$ cat src/rtl/acr_pkg.sv
package acr_pkg;
  localparam int unsigned CYC_TYPE_W = 2;

  typedef enum logic [CYC_TYPE_W-1:0] {
    CYC_WRITE = 2'b00,
    CYC_READ  = 2'b01,
    CYC_RMW   = 2'b10,
    CYC_IACK  = 2'b11
  } cyc_type_e;

  typedef enum logic [1:0] {
    ST_IDLE = 2'b00,
    ST_TERM = 2'b01,
    ST_HOLD = 2'b10
  } term_state_e;
endpackage

$ cat src/rtl/acr_classifier.sv
module acr_classifier
  import acr_pkg::*;
(
  input  logic [CYC_TYPE_W-1:0] cyc_type_i,
  input  logic                  atomic_mode_i,
  output logic                  is_atomic_o,
  output logic                  is_rmw_o
);
  cyc_type_e cyc_type;
  assign cyc_type = cyc_type_e'(cyc_type_i);

  always_comb begin
    case (cyc_type)
      CYC_WRITE: is_atomic_o = atomic_mode_i;
      default:   is_atomic_o = 1'b1;
    endcase
  end

  assign is_rmw_o = (cyc_type == CYC_RMW);
endmodule

$ cat src/rtl/acr_term_fsm.sv
module acr_term_fsm
  import acr_pkg::*;
(
  input  logic clk_i,
  input  logic rst_ni,
  input  logic hit_i,
  input  logic is_rmw_i,
  input  logic cpu_strobe_i,
  output logic start_o,
  output logic retry_o,
  output logic berr_o
);
  term_state_e state_q, state_d;
  logic retry_q, berr_q;

  // only one termination per processor cycle
  assign start_o = hit_i && (state_q == ST_IDLE);

  always_comb begin
    state_d = state_q;
    case (state_q)
      ST_IDLE: if (start_o) state_d = ST_TERM;
      ST_TERM: state_d = ST_HOLD;
      ST_HOLD: if (!cpu_strobe_i) state_d = ST_IDLE;
      default: state_d = ST_IDLE;
    endcase
  end

  always_ff @(posedge clk_i or negedge rst_ni) begin
    if (!rst_ni) begin
      state_q <= ST_IDLE;
      retry_q <= 1'b0;
      berr_q  <= 1'b0;
    end else begin
      state_q <= state_d;
      retry_q <= start_o && !is_rmw_i;
      berr_q  <= start_o && is_rmw_i;
    end
  end

  assign retry_o = retry_q;
  assign berr_o  = berr_q;
endmodule

$ cat src/rtl/acr_bus_req.sv
module acr_bus_req (
  input  logic clk_i,
  input  logic rst_ni,
  input  logic set_i,
  input  logic clr_i,
  output logic req_o
);
  logic req_q;

  always_ff @(posedge clk_i or negedge rst_ni) begin
    if (!rst_ni)     req_q <= 1'b0;
    else if (set_i)  req_q <= 1'b1;
    else if (clr_i)  req_q <= 1'b0;
  end

  assign req_o = req_q;
endmodule

$ cat src/rtl/atomic_contention_resolver.sv
module atomic_contention_resolver
  import acr_pkg::*;
(
  input  logic                  clk_i,
  input  logic                  rst_ni,
  input  logic                  cpu_cyc_valid_i,
  input  logic [CYC_TYPE_W-1:0] cpu_cyc_type_i,
  input  logic                  atomic_mode_i,
  input  logic                  bus_wait_i,
  input  logic                  ext_atomic_start_i,
  input  logic                  ext_atomic_done_i,
  input  logic                  cpu_strobe_i,
  output logic                  local_bus_req_o,
  output logic                  retry_o,
  output logic                  berr_o
);
  logic is_atomic, is_rmw, hit, start;

  acr_classifier u_class (
    .cyc_type_i    (cpu_cyc_type_i),
    .atomic_mode_i (atomic_mode_i),
    .is_atomic_o   (is_atomic),
    .is_rmw_o      (is_rmw)
  );

  assign hit = cpu_cyc_valid_i && bus_wait_i && ext_atomic_start_i && is_atomic;

  acr_term_fsm u_term (
    .clk_i        (clk_i),
    .rst_ni       (rst_ni),
    .hit_i        (hit),
    .is_rmw_i     (is_rmw),
    .cpu_strobe_i (cpu_strobe_i),
    .start_o      (start),
    .retry_o      (retry_o),
    .berr_o       (berr_o)
  );

  acr_bus_req u_req (
    .clk_i  (clk_i),
    .rst_ni (rst_ni),
    .set_i  (start),
    .clr_i  (ext_atomic_done_i),
    .req_o  (local_bus_req_o)
  );
endmodule

$ cat config.mk
export PLATFORM = sky130hd
export DESIGN_NAME = atomic_contention_resolver
export DESIGN_NICKNAME = d
export VERILOG_FILES = /design/src/rtl/acr_pkg.sv /design/src/rtl/acr_classifier.sv /design/src/rtl/acr_term_fsm.sv /design/src/rtl/acr_bus_req.sv /design/src/rtl/atomic_contention_resolver.sv
export SDC_FILE = /design/constraint.sdc
export NUM_CORES = 1
export LEC_CHECK = 0
export BUFFER_PORTS_ARGS = -buffer_cell sky130_fd_sc_hd__buf_2
export CAP_MARGIN = 20
export CELL_PAD_IN_SITES_DETAIL_PLACEMENT = 2
export CELL_PAD_IN_SITES_GLOBAL_PLACEMENT = 2
export CORE_AREA = 2 2 39 41
export CTS_BUF_LIST = sky130_fd_sc_hd__clkbuf_2 sky130_fd_sc_hd__clkbuf_4 sky130_fd_sc_hd__clkbuf_8
export DETAILED_ROUTE_END_ITERATION = 7
export DIE_AREA = 0 0 41 43
export PLACE_DENSITY = 0.59
export RECOVER_POWER = 25
export SKIP_CTS_REPAIR_TIMING = 1
export SLEW_MARGIN = 40
export SYNTH_ARGS = -nofsm -noshare
export SYNTH_HDL_FRONTEND = slang
export SYNTH_SLANG_ARGS = --single-unit
$ cat constraint.sdc
create_clock -name clk_i -period 1 [get_ports clk_i]
set_input_delay 0.25 -clock clk_i [delete_from_list [all_inputs] [get_ports clk_i]]
set_output_delay 0.25 -clock clk_i [all_outputs]
set_load 0.05 [all_outputs]
; Yosys cells after proc, flatten, opt, wreduce, memory -nomap -nowiden
; Cells that the tools add are included.
[word_totals]
reg_bits = 5
latch_bits = 0
mem_bits_rw = 0
rom_bits = 0
inputBits = 10
output_inout_bits = 3
elab_cells = 26
memories = 0
[classes]
add_sub_neg = 0
n_mul = 0
div_mod_pow = 0
magnitude_cmp = 0
n_eq_ne = 5
n_shift = 0
muxes = 6
bitwise = 0
reduce_logical = 11
[op_table]
columns = cell, count
row1 = logical AND 1 bit, 6
row2 = case mux 2 bit (3 select lines), 1
row3 = equality test 2 bit (second input constant), 2
row4 = logical NOT 2 bit, 2
row5 = two-way mux 2 bit, 2
row6 = two-way mux 1 bit, 3
row7 = equality test 2 x 1 -> 1 bit (second input constant), 1
row8 = inequality test 2 x 1 -> 1 bit (second input constant), 1
row9 = inequality test 2 bit (second input constant), 1
row10 = AND reduction 2 bit, 1
row11 = nonzero test 2 bit, 1
row12 = logical NOT 1 bit, 1

; Logic depth before layout (Yosys ltp)
[depth]
ltp_word = 6
depth_mapped = 2
mapped_depth_nobuf = 2

; Modules after synthesis
; A second synthesis with hierarchy kept.
[hier_totals]
hier_cells = 17
hier_area_um2 = 207.7
[modules_own_cells]
columns = module, instances, cells_each, area_each_um2, seq_area_each_um2
row1 = acr_term_fsm, 1, 11, 150.1, 100.1
row2 = acr_bus_req, 1, 3, 36.3, 25.0
row3 = acr_classifier, 1, 2, 12.5, 0.0
row4 = atomic_contention_resolver, 1, 1, 8.8, 0.0

; Least setup slack after synthesis
; No wires, ideal clock.
[synth_path]
path_kind = reg-to-reg
start = register u_req.req_o (netlist name)
end = register u_req.req_q, in the netlist u_req.req_o
setup_time_ns = 0.101
t_arrival_ns = 0.789
required_time_ns = 0.899
path_slack_ns = 0.111
path_stages_with_launch = 3
path_buffers = 0
period_less_slack_ns = 0.889
cell_sequence = dfrtp_1 > inv_1 > o32ai_1
[synth_lines]
columns = item, line
row1 = to (signal assigned), acr_bus_req.sv:11  ; if (!rst_ni) req_q <= 1'b0;
row2 = to (signal assigned), acr_bus_req.sv:12  ; else if (set_i) req_q <= 1'b1;
row3 = to (signal assigned), acr_bus_req.sv:13  ; else if (clr_i) req_q <= 1'b0;
row4 = to (decl), acr_bus_req.sv:8  ; logic req_q;

; Final worst setup path
[layout_path]
start = register u_req.req_q, in the netlist u_req.req_o
end = output local_bus_req_o
[layout_lines]
columns = item, line
row1 = to (decl), atomic_contention_resolver.sv:13  ; output logic local_bus_req_o,
; No word-level cell between the ends.

==> qor.yml <==
run_status:
  status: "finished, violations left"
  violations: "setup timing"
critical_path:
  cp_num_cells: 1
  crit_type: "reg2out"
  worstPathRequired_ns: 0.75
  worstPathCellList: "buf_6"
  critPathMaxStageDelay_ns: 0.39
  crit_arrival_ns: 0.79
  cp_max_fo: 2
  startpoint_type: "register"
  end_kind: "output pin"
  cp_slowest_cell: "dfrtp_1"
  r2r_cells: 2
  path_buf_inv: 1
  cp_top_family: "flip-flops"
clock_network:
  cts_root_buf: "clkbuf_4"
  h-tree-depth: 1
  cts_tree: "built"
  clk_pin_slew_ns: 0.05
  clock_latency_ns: 0.24
  cts_inserted_buffers: 3
  clkSinkCount: 5
  clockBufferDepth: 2
layout:
  drive_gt1_frac: 0.545
  layout.cells.non_filler: 49
  area_growth_pct: 71.6
  regArea_sq_um: 125
  fill_cells: 159
  diodes: 0
  nets: 44
  multi_input_area_sq_um: 92.6
synthesis:
  synth_top_area_frac: 0.592
  synthArstFlopShare: 1.00
  yosys-top-cells-count: "dfrtp_1 (5), inv_1 (2), nor3_1 (2)"
  ys.flop_type: "dfrtp_1"
  ys_warn_count: 0
  synthesis.area_sq_um: 211
  ys_types: 10
  syn-instance-count: 16
  ys_seq_elements: 5
  ys_seq_area_frac: 0.592
  synth.most_common_cell: "dfrtp_1"
  avgSynthCellArea_sq_um: 13.2
  synth_nets: 26
  synth.area.top_cells: "dfrtp_1 (59%), nand4b_4 (11%), mux2i_1 (4.7%), nor3_1 (4.7%), nor4b_1 (4.1%)"
  yosysTopAreaCell: "dfrtp_1"
  synth-edff-count: 0
placed_design:
  numPortBuffers: 12
  dp.cells: 44
  hpwlAfterDp_um: 449
  finalWeightedCongestion: 0.637
grt:
  antenna_found_initial: 0
  grt_max_degree: 6
  overflow: 0
  grt_pass1_wl_um: 903
  grtUsageTotal: 0.0917
  grt_pass1_vias: 193
route:
  drc: 0
  routed_wl_um: 560
  first_pass_iters: 1
  initialDrtViolationCount: 0
  wl_per_cell_um: 11.4
  via_per_inst: 3.90
  vias: 191
  antenna_left: 0
timing:
  finalCriticalPeriod_ns: 1.04
  layout_worst_path_cycle_share: 1.04
  slew_violations: 0
  slew_headroom: 0.764
  timing.final.ws_setup_ns: -0.0393
  finClkSkew_ns: 0.000554
  fin_setup_tns_ns: -0.0636
  final_hold_viol_count: 0
  tightestPinTransition_ns: 0.351
  rsz0062_at_grt: "true"
  fmax_mhz: 962
  setup_viol: 3
run:
  maxCapViolations: 0
floorplanning:
  dieHeight_um: 43
  start_util: 0.153
  ios: 13
  core_sq_mm: 0.00138
  rows: 14
  die_width_um: 41
  die_area_sq_mm: 0.00176
power:
  powerDensity_mw_per_mm2: 1610
  p_leak_uw: 0.000178
  peakVddDrop_mv: 0.448
  power_uw: 583
hold_path:
  whs_path_depth: 2
  min_path_type: "in2reg"
==> power by group <==
group          internal (uW)  switching, uW
clock                    179           93.2
sequential               214           9.36
combinational           41.5           46.9
total                    434            149
==> state kept, by name, summed over array words and instances (netlist names) <==
signal,cells
u_req.req_o,1
u_term.berr_o,1
u_term.retry_o,1
u_term.state_q,2
==> metrics by stage <==
step	worst slack, ns	hold slack [ns]	area [sq um]	utilization
finish	-0.0393	0.198	363	0.262
detailed placement	0.0302	0.0742	292	0.211
global placement	0.0809	0.0706	292	0.211
floorplan	0.111	-0.0456	211	-
CTS	-0.121	-0.200	322	0.232
global route	-0.0758	0.191	363	0.262
==> logic make-up after synthesis <==
kind of cell,share of synthesized area
and+or+nand+nor,0.249
muxes,0.0473
DFF,0.592
AOI/OAI and AO/OA,0.0769
buffers and inverters,0.0355
==> area by class of cell <==
| type | instances | share of cell area |
|---|---|---|
| Timing Repair Buffer | 13 | 0.241 |
| Clock buffer | 4 | 0.0828 |
| Inverter | 2 | 0.0207 |
| Sequential cell | 5 | 0.345 |
| Tap cell | 16 | 0.0552 |
| Multi-Input combinational cell | 9 | 0.255 |
==> layout by cell type (no fill, tap or decap), drive strengths merged <==
cell type,synthesis,routed
inv,2,2
a211oi,1,1
nand2b,1,1
nor3,2,2
dlygate4sd3,0,1
nand4b,1,1
o32ai,1,1
buf,0,11
nand2,1,1
nor4b,1,1
dfrtp,5,5
clkbuf,0,5
mux2i,1,1
==> layer usage <==
layer | up-vias | share of wire | GRT usage
met1 | 94 | 0.36 | 0.0879
li1 | 93 | - | -
met3 | 0 | 0.023 | 0.0471
met2 | 4 | 0.61 | 0.116
met4 | 0 | 0 | 0.120
met5 | - | 0 | 0
==> worst paths after layout <==
kind                                   start                 to  slack (ns)
setup / recovery                 u_req.req_o    local_bus_req_o       -0.04
hold / removal             ext_atomic_done_i        u_req.req_o        0.20
setup reg to reg           u_term.state_q[1]        u_req.req_o        0.07
hold reg to reg            u_term.state_q[1]  u_term.state_q[1]        0.50
max in group asynchronous             rst_ni  u_term.state_q[0]        0.39
min in group asynchronous             rst_ni     u_term.retry_o        0.39
No activity file was read; power rests on OpenSTA's default activity.
